## config.mk

```make
export PLATFORM = sky130hd
export DESIGN_NAME = bitstream_header_parser
export DESIGN_NICKNAME = d
export VERILOG_FILES = /design/src/rtl/hdrp_pkg.sv /design/src/rtl/hdrp_rec_scan.sv /design/src/rtl/hdrp_size_acc.sv /design/src/rtl/bitstream_header_parser.sv
export SDC_FILE = /design/constraint.sdc
export NUM_CORES = 1
export LEC_CHECK = 0
export BUFFER_PORTS_ARGS = -buffer_cell sky130_fd_sc_hd__buf_2
export CORE_ASPECT_RATIO = 0.7
export CORE_MARGIN = 10
export CORE_UTILIZATION = 31
export CTS_CLUSTER_DIAMETER = 30
export DETAILED_ROUTE_END_ITERATION = 6
export PLACE_DENSITY = 0.53
export SYNTH_ARGS = -nofsm -noshare
export SYNTH_HDL_FRONTEND = slang
export SYNTH_SLANG_ARGS = --single-unit
```

## constraint.sdc

```tcl
create_clock -name clk -period 3.3 [get_ports clk]
set_input_delay 0.33 -clock clk [delete_from_list [all_inputs] [get_ports clk]]
set_output_delay 0.33 -clock clk [all_outputs]
set_load 0.05 [all_outputs]
```

## src/rtl/hdrp_pkg.sv

```systemverilog
package hdrp_pkg;
   // Fixed geometry of the byte stream
   localparam int unsigned BYTE_W = 8;
   typedef logic [BYTE_W-1:0] byte_t;
endpackage

```

## src/rtl/hdrp_rec_scan.sv

```systemverilog
module hdrp_rec_scan
   import hdrp_pkg::*;
#(
   parameter int unsigned OFF_W     = 32,
   parameter int unsigned REC_BYTES = 9,
   parameter int unsigned ID_BS     = 8,
   parameter int unsigned ID_CS     = 5
) (
   input  logic             clk,
   input  logic             rst_n,
   input  logic             take,
   input  byte_t            din,
   output logic             rec_end,
   output logic             cs_hit,
   output logic [OFF_W-1:0] cand_off,
   output logic [OFF_W-1:0] bs_off,
   output logic [OFF_W-1:0] cs_off
);
   localparam int unsigned OB    = OFF_W / 8;
   localparam int unsigned IDX_W = $clog2(REC_BYTES);
   localparam int unsigned AW    = OFF_W - 8;

   logic [IDX_W-1:0] idx;
   byte_t            blk_id;
   logic [AW-1:0]    asm_q;
   logic             both;
   logic             at_last;

   assign both     = (bs_off != '0) && (cs_off != '0);
   assign at_last  = take && (idx == IDX_W'(OB));
   assign cand_off = {din, asm_q};
   assign cs_hit   = at_last && !both && (blk_id == 8'(ID_CS));
   assign rec_end  = take && (idx == IDX_W'(REC_BYTES - 1));

   always_ff @(posedge clk) begin
      if (!rst_n) begin
         idx    <= '0;
         blk_id <= '0;
         asm_q  <= '0;
         bs_off <= '0;
         cs_off <= '0;
      end else if (take) begin
         idx <= rec_end ? '0 : idx + 1'b1;
         if (idx == '0) blk_id <= din;
         if (idx >= IDX_W'(1) && idx < IDX_W'(OB)) asm_q <= {din, asm_q[AW-1:8]};
         if (at_last && !both) begin
            if (blk_id == 8'(ID_BS)) bs_off <= cand_off;
            if (cs_hit)              cs_off <= cand_off;
         end
      end
   end


   rec_idx_chk: assert property (@(posedge clk) disable iff (!rst_n)
      idx < IDX_W'(REC_BYTES));

   start_freeze_chk: assert property (@(posedge clk) disable iff (!rst_n)
      both |=> ($stable(bs_off) && $stable(cs_off)));
endmodule

```

## src/rtl/hdrp_size_acc.sv

```systemverilog
module hdrp_size_acc
   import hdrp_pkg::*;
#(
   parameter int unsigned SIZE_W = 22,
   parameter int unsigned SUM_W  = 38
) (
   input  logic             clk,
   input  logic             rst_n,
   input  logic             take,
   input  byte_t            din,
   output logic             ext,
   output logic [SUM_W-1:0] sum
);
   localparam int unsigned BUF_W = SIZE_W + 8;
   localparam int unsigned NB_W  = $clog2(BUF_W);

   logic [BUF_W-1:0] bitbuf, merged;
   logic [NB_W-1:0]  nbits, nfill;

   assign merged = bitbuf | (BUF_W'(din) << nbits);
   assign nfill  = nbits + NB_W'(8);
   assign ext    = take && (nfill >= NB_W'(SIZE_W));

   always_ff @(posedge clk) begin
      if (!rst_n) begin
         bitbuf <= '0;
         nbits  <= '0;
         sum    <= '0;
      end else if (take) begin
         if (ext) begin
            sum    <= sum + SUM_W'(merged[SIZE_W-1:0]);
            bitbuf <= merged >> SIZE_W;
            nbits  <= nfill - NB_W'(SIZE_W);
         end else begin
            bitbuf <= merged;
            nbits  <= nfill;
         end
      end
   end


   fill_lim_chk: assert property (@(posedge clk) disable iff (!rst_n)
      nbits < NB_W'(SIZE_W));

   sum_grow_chk: assert property (@(posedge clk) disable iff (!rst_n)
      !take |=> $stable(sum));
endmodule

```

## src/rtl/bitstream_header_parser.sv

```systemverilog
module bitstream_header_parser
   import hdrp_pkg::*;
#(
   parameter int unsigned OFF_W       = 32,
   parameter int unsigned SIZE_W      = 22,
   parameter int unsigned CNT_W       = 16,
   parameter int unsigned FRAME_SHIFT = 4,
   parameter int unsigned HLEN_POS    = 24,
   parameter int unsigned CNT_POS     = 55,
   parameter int unsigned REC_BYTES   = 9,
   parameter int unsigned ID_BS       = 8,
   parameter int unsigned ID_CS       = 5,
   parameter int unsigned MIN_HLEN    = 26
) (
   input  logic                                clk,
   input  logic                                rst_n,
   input  logic                                in_valid,
   input  logic [7:0]                          in_byte,
   output logic [OFF_W-1:0]                    pay_start,
   output logic [SIZE_W+CNT_W+FRAME_SHIFT-1:0] pay_bytes,
   output logic                                done,
   output logic                                err
);
   localparam int unsigned SUM_W = SIZE_W + CNT_W;
   localparam int unsigned DSZ_W = SUM_W + FRAME_SHIFT;

   if (OFF_W < 24 || (OFF_W % 8) != 0) begin : g_bad_off
      $error("OFF_W must be a byte multiple of at least 24");
   end
   if (CNT_W != 16) begin : g_bad_cnt
      $error("CNT_W must be 16");
   end
   if (SIZE_W < 8) begin : g_bad_size
      $error("SIZE_W must be at least 8");
   end
   if (REC_BYTES < OFF_W / 8 + 1) begin : g_bad_rec
      $error("REC_BYTES too small for the offset");
   end

   logic [OFF_W-1:0] pos;
   byte_t            hlen, rec_left, cnt_lo;
   logic             hlen_ok, tbl_act, tbl_end, cnt_known;
   logic [CNT_W-1:0] comps_left;
   logic             done_r, err_r, stop, acc;
   logic             at_hlen, at_nrec, tbl_take, size_take;
   logic             rec_end, cs_hit, ext;
   logic [OFF_W-1:0] cand_off, bs_off, cs_off;
   logic             bs_found, cs_found;
   logic [SUM_W-1:0] sum;
   logic             err_set, done_set;

   assign stop     = done_r || err_r;
   assign acc      = in_valid && !stop;
   assign at_hlen  = acc && (pos == OFF_W'(HLEN_POS));
   assign at_nrec  = acc && hlen_ok && (pos == {{(OFF_W-8){1'b0}}, hlen} - OFF_W'(1));
   assign tbl_take = acc && tbl_act;
   assign bs_found = (bs_off != '0);
   assign cs_found = (cs_off != '0);
   assign size_take = acc && cnt_known && cs_found && (pos >= cs_off)
                      && (comps_left != '0) && !(bs_found && pos >= bs_off);

   hdrp_rec_scan #(
      .OFF_W(OFF_W), .REC_BYTES(REC_BYTES), .ID_BS(ID_BS), .ID_CS(ID_CS)
   ) u_scan (
      .clk(clk), .rst_n(rst_n), .take(tbl_take), .din(in_byte),
      .rec_end(rec_end), .cs_hit(cs_hit), .cand_off(cand_off),
      .bs_off(bs_off), .cs_off(cs_off)
   );

   hdrp_size_acc #(.SIZE_W(SIZE_W), .SUM_W(SUM_W)) u_acc (
      .clk(clk), .rst_n(rst_n), .take(size_take), .din(in_byte),
      .ext(ext), .sum(sum)
   );

   always_comb begin
      err_set = 1'b0;
      if (at_hlen && in_byte < 8'(MIN_HLEN)) err_set = 1'b1;
      if (at_nrec && in_byte == '0) err_set = 1'b1;
      if (cs_hit && (cand_off <= pos || cand_off < OFF_W'(CNT_POS + 2))) err_set = 1'b1;
      if (tbl_end && !(bs_found && cs_found)) err_set = 1'b1;
      if (acc && bs_found && pos >= bs_off && !(cnt_known && comps_left == '0))
         err_set = 1'b1;
      if (stop) err_set = 1'b0;
      done_set = !stop && !err_set && bs_found && cs_found
                 && cnt_known && (comps_left == '0);
   end

   always_ff @(posedge clk) begin
      if (!rst_n) begin
         pos        <= '0;
         hlen       <= '0;
         hlen_ok    <= 1'b0;
         rec_left   <= '0;
         tbl_act    <= 1'b0;
         tbl_end    <= 1'b0;
         cnt_lo     <= '0;
         cnt_known  <= 1'b0;
         comps_left <= '0;
         done_r     <= 1'b0;
         err_r      <= 1'b0;
      end else begin
         tbl_end <= 1'b0;
         if (acc) pos <= pos + 1'b1;
         if (at_hlen) begin
            hlen    <= in_byte;
            hlen_ok <= !(in_byte < 8'(MIN_HLEN));
         end
         if (at_nrec) begin
            rec_left <= in_byte;
            tbl_act  <= (in_byte != '0);
         end
         if (rec_end) begin
            rec_left <= rec_left - 1'b1;
            if (rec_left == 8'd1) begin
               tbl_act <= 1'b0;
               tbl_end <= 1'b1;
            end
         end
         if (acc && pos == OFF_W'(CNT_POS)) cnt_lo <= in_byte;
         if (acc && pos == OFF_W'(CNT_POS + 1)) begin
            comps_left <= {in_byte, cnt_lo};
            cnt_known  <= 1'b1;
         end else if (ext) begin
            comps_left <= comps_left - 1'b1;
         end
         if (err_set)  err_r  <= 1'b1;
         if (done_set) done_r <= 1'b1;
      end
   end

   if (FRAME_SHIFT == 0) begin : g_unit
      assign pay_bytes = sum;
   end else begin : g_frames
      assign pay_bytes = {sum, {FRAME_SHIFT{1'b0}}};
   end

   assign pay_start = bs_off;
   assign done      = done_r;
   assign err       = err_r;


   no_both_chk: assert property (@(posedge clk) disable iff (!rst_n)
      !(done && err));

   done_hold_chk: assert property (@(posedge clk) disable iff (!rst_n)
      done |=> done);

   err_hold_chk: assert property (@(posedge clk) disable iff (!rst_n)
      err |=> err);

   out_freeze_chk: assert property (@(posedge clk) disable iff (!rst_n)
      (done || err) |=> ($stable(pay_start) && $stable(pay_bytes)));

   done_start_chk: assert property (@(posedge clk) disable iff (!rst_n)
      done |-> (pay_start != '0));

   comp_step_chk: assert property (@(posedge clk) disable iff (!rst_n)
      (cnt_known && $past(cnt_known)) |->
      (comps_left == $past(comps_left) || comps_left == $past(comps_left) - 1'b1));

   pos_idle_chk: assert property (@(posedge clk) disable iff (!rst_n)
      !in_valid |=> $stable(pos));
endmodule

```

==> results.md, run 1 <==
* Outcome: finished, violations left
* Violated checks: negative setup slack
* Final worst clock skew at 30.4 ps
* Final global-route overflow total at 0
* Site row count at 66
* Final RePlAce weighted congestion at 0.881
* Min Clock Period, post-route at 3560 ps
* Area added between synthesis and finish at 34.6%
* R2r endpoint: u_acc.sum[32]$_SDFFE_PN0P_
* Sequential-to-total area share from yosys stat at 0.346
* Launch point of the worst reg-to-reg path: u_acc.nbits[1]$_SDFFE_PN0P_
* Detailed-route wire length at 48.0 mm
* Minimum setup slack among reg-to-reg paths at -260 ps
* Period Utilization, post-route at 1.08
* Die outline area at 55800 sq um
* Power density over cell area at 504 nW/um^2
* Slowest cell on the critical path: sky130_fd_sc_hd__a311o_2
* Cell occurring most often along the worst timing path: sky130_fd_sc_hd__buf_6
* Total net switching power at 2150 uW
* Core region area at 46200 sq um
* Top cells by area, synth: sky130_fd_sc_hd__dfxtp_1 35%, sky130_fd_sc_hd__ha_1 11%, sky130_fd_sc_hd__mux2i_1 6.8%
* Number of enable flip-flop cells after synthesis at 0
* Number of ports placed on the die boundary at 87
* First-pass DRT Iterations at 5
* End point of the worst hold path: u_scan.idx[0]$_SDFFE_PN0P_
* CP delay by family, top: compound AO/OA/AOI/OAI gates
* Fraction of final layout cells sized beyond drive strength 1 at 0.226
* Initial core utilization at 0.312
* CTS hold repair buffers at 0
* Worst Path Max Fanout at 6
* Leading area contributor after synthesis: sky130_fd_sc_hd__dfxtp_1
* Final-layout worst hold slack at 247 ps
* Count of routing violations after the opening detailed-route iteration at 984
* Series of cell instances along the critical path: buf_6 -> nor2_4 -> a31o_4 -> ha_4 -> fa_2 -> a211oi_4 -> o211ai_1 -> a311oi_4 -> o31ai_4 -> and3_4 -> a311o_2 -> buf_6 -> nand4_1 -> nand3_1 -> o21ai_1
* Number of cells on the worst reg-to-reg path at 15
* Number of max-capacitance violations reported at 0
* Total number of yosys warnings at 0
* Maximum resistive drop on vdd at 317 uV
* Number of stages on the worst hold path at 3
* CTS Buffer Depth at 3
* Clock root buffer master: sky130_fd_sc_hd__clkbuf_16
* Worst setup slack after placement at -481 ps
* Per-cell routed wire length at 17.8 um
* Sw Ratio at 0.220
* # fillers at 4601
* Number of levels the H-tree was split into at 3
* Post-Synthesis Cell Area at 14400 sq um
* Diode insertion count for antenna repair at 0
* Vias/cell at 5.08
* Internal portion of total power at 7640 uW
* Count leader, synth: sky130_fd_sc_hd__dfxtp_1
* Number of I/O port buffers at 82
* Total count of hold-check failures in the final report at 0
* TritonCTS clock tree: done
* Critical Path Sink Type: flip-flop
* Arrival time of the worst setup path at 4050 ps
* Count of cell types in the netlist at 72
* Clock share of power at 0.662
* Max-slew violations at 0
* Clock sink count at 250
* Net count of the finished layout at 2170
* Mean instance size in the synthesized netlist at 8.17 sq um
* Global-route wire length before repair at 76.1 mm
* Fraction of post-synthesis cell area in the top cell type by area at 0.346
* Startpoint kind of the worst setup timing path: flip-flop
* Total number of vias at 13700
* Pin count of the biggest net entering global routing at 117
* Combined area of the multi-input logic cells at 9040 sq um
* Sequential cell area at 5010 sq um
* Leakage power total at 0.00875 uW
* Class of the most critical hold timing path: input port to flip-flop
* DIE WIDTH at 278 um
* Most numerous cell types in the synthesized netlist: 250 x sky130_fd_sc_hd__dfxtp_1, 225 x sky130_fd_sc_hd__nor2_1, 174 x sky130_fd_sc_hd__nand2_1
* Worst slew slack as a fraction of its limit at 0.319
* Setup repair after global routing missed its margin: true
* Vias in the first global route at 13200
* Relative contribution of sequential cells to total power at 0.310
* Combinational power share at 0.028
* Gate count of the mapped netlist at 1769
* Clock slew seen by the registers of the worst setup and hold paths at 40 ps
* TritonCTS Buffers at 70
* Share of flip-flops with an asynchronous set or reset at 0
* Latest clock arrival within the worst-skew pair at 570 ps
* Total negative setup slack at -3060 ps
* Achievable frequency at 281 MHz
* Vertical die dimension at 201 um
* Data required, critical path at 3790 ps
* DRC at 0
* Most frequently used flop master after synthesis: sky130_fd_sc_hd__dfxtp_1
* Worst Tran Pin Value at 1020 ps
* Antenna violations before repair at 1
* Setup WS post-layout at -262 ps
* Total power after layout at 9790 uW
* Buf/Inv on CP at 2
* Final HPWL DP at 34.3 mm
* Detail Route Antenna Nets at 0
* Min-Delay Startpoint: rst_n
* Biggest cell delay along the critical path at 460 ps
* GRT Util Overall at 0.168
* Register bit count reported by yosys at 250
* Final setup violation count at 20
* Startpoint-to-endpoint class of the critical path: flip-flop to flip-flop
==> stage by stage <==
stage          cells  area (sq um)  utilization
2_1_floorplan   1772         14500            -
3_3_place_gp    2552         16700        0.360
3_5_place_dp    2552         16700        0.360
4_1_cts         2684         19200        0.415
5_1_grt         2692         19400        0.421
6_report        2692         19400        0.421
==> tightest hold or removal path, cell delays in order <==
cell                     delay [ps]
sky130_fd_sc_hd__buf_2          140
sky130_fd_sc_hd__inv_6          150
sky130_fd_sc_hd__nor2_1         140
==> routing by layer <==
layer  vias up  share of wire  global-route usage
met2       359           0.41               0.234
met3        68          0.061              0.0350
li1       6747              -                   -
met1      6507           0.51               0.250
met4         2          0.019              0.0509
met5         -        0.00027                   0
==> worst max path at each step <==
| stage | depth (start not counted) | slack (ps) | start | to |
|---|---|---|---|---|
| 5_1_grt | 15 | -420 | u_acc.nbits[1]$_SDFFE_PN0P_ | u_acc.sum[32]$_SDFFE_PN0P_ |
| 3_5_place_dp | 16 | -480 | u_acc.nbits[1]$_SDFFE_PN0P_ | u_acc.sum[37]$_SDFFE_PN0P_ |
| 6_report | 15 | -260 | u_acc.nbits[1]$_SDFFE_PN0P_ | u_acc.sum[32]$_SDFFE_PN0P_ |
| 4_1_cts | 13 | -170 | u_acc.nbits[1]$_SDFFE_PN0P_ | u_acc.sum[34]$_SDFFE_PN0P_ |
| 3_3_place_gp | 17 | -400 | u_acc.nbits[1]$_SDFFE_PN0P_ | u_acc.sum[28]$_SDFFE_PN0P_ |
| 2_1_floorplan | 13 | 10 | u_acc.nbits[1]$_SDFFE_PN0P_ | u_acc.sum[28]$_SDFFE_PN0P_ |
==> logic make-up after synthesis <==
group,share of synthesized area
buffers and inverters,0.0569
AO/OA/AOI/OAI,0.149
other,0.000260
multiplexers,0.0695
adder cells (fa/ha/maj),0.115
AND/OR/NAND/NOR,0.212
XOR/XNOR,0.0509
flip-flops,0.346
==> cell type report <==
type / instances / share of cell area
tap: 612 / 0.0394
sequential: 250 / 0.258
multi-input combinational: 1323 / 0.465
timing repair buffer: 268 / 0.0981
clock inverter: 25 / 0.0119
clock buffer: 100 / 0.106
inverter: 114 / 0.0223
==> cells in the final DEF, fill, tap and decap left out, drive strengths merged, types with 4 or more instances in the layout <==
master    Yosys  layout
a31oi        10      10
clkinvlp      0       8
o21ai        62      62
nor2        225     225
a22o          4       4
nor2b        12      12
and3         18      18
a21o         30      30
a221oi        6       6
nand2b       11      11
mux2i        98      98
o211ai       13      13
and2         12      12
a31o          4       4
clkinv        1      15
buf          24     268
dfxtp       250     250
inv         113     113
o31ai         6       6
or4           8       8
nand3        42      42
a211oi       19      19
clkbuf       62     100
nand2       175     175
o22ai         4       4
o21a          9       9
xor2         23      23
and4          9       9
a2111oi       5       5
or2          11      11
ha          131     131
xnor2        61      61
nand4        38      39
a21oi       149     149
or3          17      17
nor4         30      30
a211o         4       4
nor3         35      35
conb          1       4
==> registers in the layout (all words and copies together), names as in the netlist, 16 cells and up <==
name / count
u_acc.sum: 38
pos: 32
u_scan.bs_off: 32
u_scan.cs_off: 32
u_acc.bitbuf: 30
u_scan.asm_q: 24
comps_left: 16
==> power by group through the flow <==
stage | sequential [uW] | clock (uW) | combinational [uW]
detailed placement | 3090 | 0 | 261
global placement | 3090 | 0 | 258
CTS | 3040 | 6570 | 271
floorplan | 3090 | 0 | 144
global route | 3030 | 6740 | 302
finish | 3040 | 6480 | 277
==> what timing repair did <==
item	in CTS	in global routing
hold endpoints to repair	0	0
cloned	1	0
resized for setup	51	42
endpoints found under the setup margin	23	65
setup buffers	6	8
pin swaps	13	22
Note: power is estimated with default switching activity, not from simulation.
==> inputs of run 2 (changes only) <==
--- a/config.mk
+++ b/config.mk
@@ -5,6 +5,7 @@
 export SDC_FILE = /design/constraint.sdc
 export NUM_CORES = 1
 export LEC_CHECK = 0
+export ABC_CLOCK_PERIOD_IN_PS = 3300
 export BUFFER_PORTS_ARGS = -buffer_cell sky130_fd_sc_hd__buf_2
 export CORE_ASPECT_RATIO = 0.7
 export CORE_MARGIN = 10
@@ -12,6 +13,7 @@
 export CTS_CLUSTER_DIAMETER = 30
 export DETAILED_ROUTE_END_ITERATION = 6
 export PLACE_DENSITY = 0.53
+export REMOVE_ABC_BUFFERS = 1
 export SYNTH_ARGS = -nofsm -noshare
 export SYNTH_HDL_FRONTEND = slang
 export SYNTH_SLANG_ARGS = --single-unit
==> run 2 against run 1 <==
Compared with the run above:
- the run still ends with negative setup slack left
- register-to-register slack improved by 70 ps
- via count rose by 2.9%
- die area did not move
- power rose by 1.1%
- combinational power is 5% higher
- routed wire length up 4.6%
- sequential power about the same
- clock skew up 7.0 ps
- count of clock-buffer cells in the layout is 30 lower
- critical path depth fell by 1
- final area increased by 1.9%
- clock power grew 2%
- critical path type unchanged
==> results.md, run 2 (synthesis gave the netlist of run 1 again) <==
* Slowest cell on the critical path: sky130_fd_sc_hd__dfxtp_4
* Setup WS post-layout at -194 ps (+67.9 ps)
* TritonCTS Buffers at 61 (-13%)
* Most flops, register: u_acc.sum
* Final HPWL DP at 36.4 mm (+6.1%)
* Class of the most critical hold timing path: input port to flip-flop
* Startpoint-to-endpoint class of the critical path: flip-flop to flip-flop
* Period Utilization, post-route at 1.06 (-0.0206)
* Clock slew seen by the registers of the worst setup and hold paths at 50 ps (about the same)
* DIE WIDTH at 278 um (unchanged)
* Die outline area at 55800 sq um (unchanged)
* Number of cells on the worst reg-to-reg path at 14 (-1)
* # fillers at 4532 (-1.5%)
* Sw Ratio at 0.234 (+0.0141)
* TritonCTS clock tree: done
* Min Clock Period, post-route at 3490 ps (-67.9 ps)
* Internal portion of total power at 7580 uW (-0.76%)
* Achievable frequency at 286 MHz (+1.9%)
* Number of max-capacitance violations reported at 0 (unchanged)
* Final global-route overflow total at 0 (unchanged)
* Leakage power total at 0.00891 uW (+1.8%)
* Site row count at 66 (unchanged)
* Launch point of the worst reg-to-reg path: u_acc.nbits[1]$_SDFFE_PN0P_
* Startpoint kind of the worst setup timing path: flip-flop
* Metal2 WL at 19.8 mm (+1.7%)
* CTS Buffer Depth at 3 (unchanged)
* Flip-flop count of the largest register after layout at 38 (unchanged)
* Clock root buffer master: sky130_fd_sc_hd__clkbuf_16
* Biggest cell delay along the critical path at 410 ps (-50 ps)
* Total number of vias at 14100 (+2.9%)
* DRC at 0 (unchanged)
* Total count of hold-check failures in the final report at 0 (unchanged)
* DP Area at 16700 sq um (about the same)
* Minimum setup slack among reg-to-reg paths at -190 ps (+70 ps)
* Clock sink count at 250 (unchanged)
* Final RePlAce weighted congestion at 0.871 (-1.1%)
* Area added between synthesis and finish at 37.3%
* Arrival time of the worst setup path at 4040 ps (about the same)
* Vias/cell at 5.22 (+2.7%)
* Power density over cell area at 499 nW/um^2 (-0.86%)
* Global-route wire length before repair at 77.5 mm (+1.8%)
* Series of cell instances along the critical path: buf_6 -> mux2i_4 -> nor2_2 -> a21o_1 -> ha_4 -> o211ai_1 -> o211ai_1 -> a311oi_4 -> o31ai_4 -> and3_4 -> a311o_2 -> nand4_4 -> or3_1 -> a21oi_2
* Setup repair after global routing missed its margin: true
* Min-Delay Startpoint: in_byte[7]
* Data required, critical path at 3850 ps (+60 ps)
* Final-layout worst hold slack at 213 ps (-34.3 ps)
* Total power after layout at 9900 uW (+1.1%)
* Wl on met1 at 25.2 mm (+2.3%)
* Total net switching power at 2320 uW (+7.6%)
* Worst setup slack after placement at -593 ps (-112 ps)
* Final instance count without filler cells at 2697 (+0.19%)
* Number of ports placed on the die boundary at 87 (unchanged)
* Detailed-route wire length at 50.2 mm (+4.6%)
* Combinational power share at 0.030 (+0.002)
* CP delay by family, top: compound AO/OA/AOI/OAI gates
* Violated checks: negative setup slack
* Clock share of power at 0.664 (+0.002)
* Max-slew violations at 0 (unchanged)
* Placed Cells at 2554 (+0.078%)
* Antenna violations before repair at 2 (+1)
* Count of routing violations after the opening detailed-route iteration at 1153 (+17%)
* Detail Route Antenna Nets at 0 (unchanged)
* Highest-count cells in the layout ignoring fill and taps: 246 x sky130_fd_sc_hd__dfxtp_1, 219 x sky130_fd_sc_hd__nor2_1, 178 x sky130_fd_sc_hd__buf_4, 172 x sky130_fd_sc_hd__nand2_1, 138 x sky130_fd_sc_hd__a21oi_1
* Initial core utilization at 0.312 (unchanged)
* Number of stages on the worst hold path at 4 (+1)
* Outcome: finished, violations left
* Worst Path Max Fanout at 7 (+1)
* Number of levels the H-tree was split into at 2 (-1)
* Most common cell after layout, fill and taps aside: sky130_fd_sc_hd__dfxtp_1
* GRT Util Overall at 0.172 (+0.00424)
* Buf/Inv on CP at 1 (-1)
* Cell occurring most often along the worst timing path: sky130_fd_sc_hd__o211ai_1
* Met3 WL post-DR at 3.99 mm (+36%)
* Net count of the finished layout at 2174 (+0.18%)
* Pin count of the biggest net entering global routing at 75 (-36%)
* Final worst clock skew at 37.4 ps (+7.02 ps)
* Vertical die dimension at 201 um (unchanged)
* Fraction of final layout cells sized beyond drive strength 1 at 0.245 (+0.0194)
* R2r endpoint: u_acc.sum[28]$_SDFFE_PN0P_
* Per-cell routed wire length at 18.6 um (+4.4%)
* Number of I/O port buffers at 82 (unchanged)
* End point of the worst hold path: u_scan.asm_q[23]$_SDFFE_PN0P_
* Core region area at 46200 sq um (unchanged)
* Top metal layer carrying routed signals: met4
* Worst Tran Pin Value at 1050 ps (+25.9 ps)
* First-pass DRT Iterations at 5 (unchanged)
* Worst slew slack as a fraction of its limit at 0.302 (-0.0172)
* Relative contribution of sequential cells to total power at 0.306 (-0.004)
* Latest clock arrival within the worst-skew pair at 640 ps (+70 ps)
* Vias in the first global route at 13100 (-1.1%)
* Final design instance area without fill at 19800 sq um (+1.9%)
* Critical Path Sink Type: flip-flop
* Final setup violation count at 17 (-15%)
* Maximum resistive drop on vdd at 410 uV (+29%)
run 2: layout make-up:
class	count	area [sq um]	area share
multi-input combinational	1323	9260	0.467
sequential	250	5010	0.253
timing repair buffer	281	2070	0.104
clock buffer	70	1640	0.0827
tap	612	766	0.0386
clock inverter	45	644	0.0325
inverter	114	437	0.0220
antenna	2	5.00	0.000252
run 2: worst max path at each step:
| stage | startpoint | endpoint | slack (ps) | cells past startpoint |
|---|---|---|---|---|
| CTS | u_acc.nbits[1]$_SDFFE_PN0P_ | u_acc.sum[28]$_SDFFE_PN0P_ | -100 | 14 |
| global route | u_acc.nbits[1]$_SDFFE_PN0P_ | u_acc.sum[28]$_SDFFE_PN0P_ | -310 | 13 |
| detailed placement | u_acc.nbits[1]$_SDFFE_PN0P_ | u_acc.sum[37]$_SDFFE_PN0P_ | -590 | 15 |
| global placement | u_acc.nbits[1]$_SDFFE_PN0P_ | u_acc.sum[37]$_SDFFE_PN0P_ | -470 | 15 |
| finish | u_acc.nbits[1]$_SDFFE_PN0P_ | u_acc.sum[28]$_SDFFE_PN0P_ | -190 | 14 |
| floorplan | u_scan.bs_off[14]$_SDFFE_PN0P_ | u_acc.bitbuf[10]$_SDFFE_PN0P_ | -690 | 11 |
run 2: worst reg2reg max path, delay by kind of cell, from the launching register on:
kind                       cells  cell delay [ps]
AOI/OAI and AO/OA              7             1450
and+or+nand+nor                4              860
adders and majority gates      1              310
muxes                          1              260
DFF                            1              410
buffers and inverters          1              130
run 2: through the flow:
stage                      util  TNS, ps
final                     0.429    -1620
after global routing      0.429    -3880
after CTS                 0.419     -690
after detailed placement  0.360    -9610
after global placement    0.360    -7490
after floorplan               -   -46570
run 2: power groups by stage:
stage                     Sequential (uW)  Clock, uW  Combinational, uW
after global placement               3090          0                260
final                                3030       6580                292
after global routing                 3030       6850                312
after floorplan                      3090          0                115
after detailed placement             3090          0                263
after CTS                            3030       6660                279
run 2: what timing repair did:
action | 4_1_cts | 5_1_grt
hold buffers | 0 | 0
cloned | 1 | 1
buffers inserted | 13 | 11
endpoints found under the setup margin | 25 | 75
pin swaps | 29 | 36
resized for setup | 74 | 71
run 2: per-layer routing:
metal  GRT usage  up-vias
li1            -     6765
met1       0.258     6790
met2       0.236      434
met3      0.0397       86
met4      0.0514        0
met5           0        -
==> inputs of run 3 (changes only) <==
--- a/config.mk
+++ b/config.mk
@@ -5,14 +5,14 @@
 export SDC_FILE = /design/constraint.sdc
 export NUM_CORES = 1
 export LEC_CHECK = 0
-export ABC_CLOCK_PERIOD_IN_PS = 3300
+export ABC_CLOCK_PERIOD_IN_PS = 3950
 export BUFFER_PORTS_ARGS = -buffer_cell sky130_fd_sc_hd__buf_2
 export CORE_ASPECT_RATIO = 0.7
 export CORE_MARGIN = 10
 export CORE_UTILIZATION = 31
 export CTS_CLUSTER_DIAMETER = 30
 export DETAILED_ROUTE_END_ITERATION = 6
-export PLACE_DENSITY = 0.53
+export PLACE_DENSITY = 0.51
 export REMOVE_ABC_BUFFERS = 1
 export SYNTH_ARGS = -nofsm -noshare
 export SYNTH_HDL_FRONTEND = slang
==> constraint.sdc (replaced) <==
create_clock -name clk -period 3.95 [get_ports clk]
set_input_delay 0.395 -clock clk [delete_from_list [all_inputs] [get_ports clk]]
set_output_delay 0.395 -clock clk [all_outputs]
set_load 0.05 [all_outputs]
==> run 3 against run 2 <==
Compared with the run above:
- the flow now finishes without violations
- non-clock buffer count down 139
- setup slack improved by 420 ps
- count of clock-buffer cells in the layout grew 17
- sequential power down 16%
- die area did not move
- clock skew fell by 17 ps
- routed wire length down 5.2%
- critical path type unchanged
- global-route usage decreased by 0.57 points
==> results.md, run 3 (synthesis gave the netlist of run 1 again) <==
* Area added between synthesis and finish at 24.8%
* Clock share of power at 0.669 (+0.005)
* DIE WIDTH at 278 um (unchanged)
* Arrival time of the worst setup path at 4160 ps (+120 ps)
* Setup repair after global routing missed its margin: false
* Min Clock Period, post-route at 3720 ps (+228 ps)
* Worst Path Max Fanout at 12 (+5)
* CP delay by family, top: simple AND/OR/NAND/NOR gates
* Placed Cells at 2440 (-4.5%)
* First-pass DRT Iterations at 5 (unchanged)
* Final worst clock skew at 20.4 ps (-17.0 ps)
* Final-layout worst hold slack at 319 ps (+106 ps)
* Final RePlAce weighted congestion at 0.880 (+1.0%)
* Final global-route overflow total at 0 (unchanged)
* Leakage power total at 0.00799 uW (-10%)
* Global-route wire length before repair at 74.2 mm (-4.3%)
* Combinational power share at 0.024 (-0.006)
* Series of cell instances along the critical path: mux2i_1 -> o21ai_0 -> mux2i_1 -> nor2_1 -> or2_2 -> ha_1 -> nand3_1 -> nand4b_1 -> o22ai_1 -> o221ai_1 -> o21ai_2 -> nand2_1 -> nor3_1 -> xnor2_1 -> nor2_1
* Class of the most critical hold timing path: input port to flip-flop
* Final instance count without filler cells at 2557 (-5.2%)
* Diode insertion count for antenna repair at 0 (-2)
* # fillers at 4661 (+2.8%)
* Buf/Inv on CP at 0 (-1)
* Count of routing violations after the opening detailed-route iteration at 1087 (-5.7%)
* Maximum resistive drop on vdd at 267 uV (-35%)
* Relative contribution of sequential cells to total power at 0.307 (about the same)
* Highest-count cells in the layout ignoring fill and taps: 249 x sky130_fd_sc_hd__dfxtp_1, 224 x sky130_fd_sc_hd__nor2_1, 174 x sky130_fd_sc_hd__nand2_1, 148 x sky130_fd_sc_hd__a21oi_1, 131 x sky130_fd_sc_hd__ha_1
* Core region area at 46200 sq um (unchanged)
* Worst Tran Pin Value at 1070 ps (+27.8 ps)
* Total number of vias at 13100 (-6.7%)
* Final setup violation count at 0 (-17)
* Total net switching power at 1800 uW (-22%)
* Data required, critical path at 4390 ps (+540 ps)
* Power density over cell area at 458 nW/um^2 (-8.2%)
* Final HPWL DP at 35.5 mm (-2.4%)
* Vias in the first global route at 12300 (-5.7%)
* Startpoint kind of the worst setup timing path: flip-flop
* Number of I/O port buffers at 82 (unchanged)
* Clock root buffer master: sky130_fd_sc_hd__clkbuf_16
* Per-cell routed wire length at 18.6 um (about the same)
* Period Utilization, post-route at 0.942 (-0.117)
* Detail Route Antenna Nets at 0 (unchanged)
* Vias/cell at 5.13 (-1.6%)
* Number of max-capacitance violations reported at 0 (unchanged)
* Worst slew slack as a fraction of its limit at 0.283 (-0.0186)
* DRC at 0 (unchanged)
* Fraction of final layout cells sized beyond drive strength 1 at 0.146 (-0.0998)
* TritonCTS Buffers at 67 (+9.8%)
* Antenna violations before repair at 0 (-2)
* Flip-flop count of the largest register after layout at 38 (unchanged)
* Number of levels the H-tree was split into at 3 (+1)
* CTS Buffer Depth at 3 (unchanged)
* TritonCTS clock tree: done
* Achievable frequency at 269 MHz (-6.1%)
* Die outline area at 55800 sq um (unchanged)
* Critical Path Sink Type: flip-flop
* GRT Util Overall at 0.166 (-0.00570)
* Clock slew seen by the registers of the worst setup and hold paths at 40 ps (about the same)
* Outcome: completed
* Initial core utilization at 0.312 (unchanged)
* Vertical die dimension at 201 um (unchanged)
* Clock sink count at 250 (unchanged)
* Startpoint-to-endpoint class of the critical path: flip-flop to flip-flop
* Biggest cell delay along the critical path at 420 ps (about the same)
* Most flops, register: u_acc.sum
* Net count of the finished layout at 2040 (-6.2%)
* Pin count of the biggest net entering global routing at 82 (+9.3%)
* Total count of hold-check failures in the final report at 0 (unchanged)
* Detailed-route wire length at 47.6 mm (-5.2%)
* Number of ports placed on the die boundary at 87 (unchanged)
* Site row count at 66 (unchanged)
* Most common cell after layout, fill and taps aside: sky130_fd_sc_hd__dfxtp_1
* Latest clock arrival within the worst-skew pair at 580 ps (-60 ps)
* Slowest cell on the critical path: sky130_fd_sc_hd__dfxtp_4
* Internal portion of total power at 6460 uW (-15%)
* Sw Ratio at 0.218 (-0.0161)
* Max-slew violations at 0 (unchanged)
-- run 3: cell count changes in the layout (fill, tap and decap cells not counted), moves of 8 or more --
| cell | before | now |
|---|---|---|
| sky130_fd_sc_hd__ha_1 | 119 | 131 |
| sky130_fd_sc_hd__ha_4 | 9 | 0 |
| sky130_fd_sc_hd__a21oi_2 | 9 | 1 |
| sky130_fd_sc_hd__buf_4 | 178 | 59 |
| sky130_fd_sc_hd__buf_6 | 12 | 0 |
| sky130_fd_sc_hd__o21ai_0 | 49 | 60 |
| sky130_fd_sc_hd__clkbuf_1 | 1 | 13 |
| sky130_fd_sc_hd__clkinv_4 | 11 | 2 |
| sky130_fd_sc_hd__a21oi_1 | 138 | 148 |
-- run 3: worst register-to-register path, delay by kind of cell (launching register included) --
kind	cells	cell delay [ps]
fa+ha+maj	1	380
mux	2	560
simple gates	7	1210
compound gates	4	870
xor+xnor	1	150
flops	1	420
-- run 3: layout make-up --
| type | instances | area [sq um] | share of cell area |
|---|---|---|---|
| inverter | 114 | 433 | 0.0240 |
| clock inverter | 30 | 453 | 0.0251 |
| sequential | 250 | 5010 | 0.278 |
| multi-input combinational | 1322 | 8670 | 0.481 |
| clock buffer | 87 | 1820 | 0.101 |
| tap | 612 | 766 | 0.0425 |
| timing repair buffer | 142 | 873 | 0.0484 |
-- run 3: timing repair --
action / 4_1_cts / 5_1_grt
gates resized for setup: 0 / 10
buffers inserted: 0 / 0
setup endpoints to repair: 0 / 20
hold buffers: 0 / 0
-- run 3: final timing paths --
path,endpoint,start,slack [ps],depth (start not counted)
worst max-delay path,u_acc.sum[33]$_SDFFE_PN0P_,u_acc.nbits[1]$_SDFFE_PN0P_,230,15
worst min-delay path,u_scan.asm_q[22]$_SDFFE_PN0P_,in_byte[6],320,4
worst max register to register,u_acc.sum[33]$_SDFFE_PN0P_,u_acc.nbits[1]$_SDFFE_PN0P_,230,15
worst min register to register,u_acc.bitbuf[7]$_SDFFE_PN0P_,u_acc.bitbuf[7]$_SDFFE_PN0P_,450,2
-- run 3: per-stage QoR --
step                setup slack [ps]  cell area, sq um   util  setup TNS (ps)  total power (uW)
floorplan                      -41.7             14100      -            -942              2680
global placement                 114             15700  0.340               0              2780
detailed placement              29.4             15700  0.340               0              2780
CTS                             5.36             18000  0.389               0              8350
global route                    33.0             18000  0.390               0              8510
finish                           228             18000  0.390               0              8260
-- run 3: routing by layer --
layer / part of all wire / routed length [um] / track usage / vias to the layer above
met4: 0.020 / 965 / 0.0486 / 0
met3: 0.065 / 3080 / 0.0373 / 69
met5: 0 / 0 / 0 / -
met1: 0.53 / 25200 / 0.257 / 6186
li1: - / - / - / 6485
met2: 0.38 / 18300 / 0.219 / 387
-- run 3: power by group through the flow --
stage / Sequential [uW] / Combinational [uW] / Clock (uW)
2_1_floorplan: 2580 / 95.9 / 0
3_3_place_gp: 2580 / 197 / 0
3_5_place_dp: 2580 / 198 / 0
4_1_cts: 2540 / 200 / 5610
5_1_grt: 2540 / 217 / 5750
6_report: 2540 / 200 / 5520
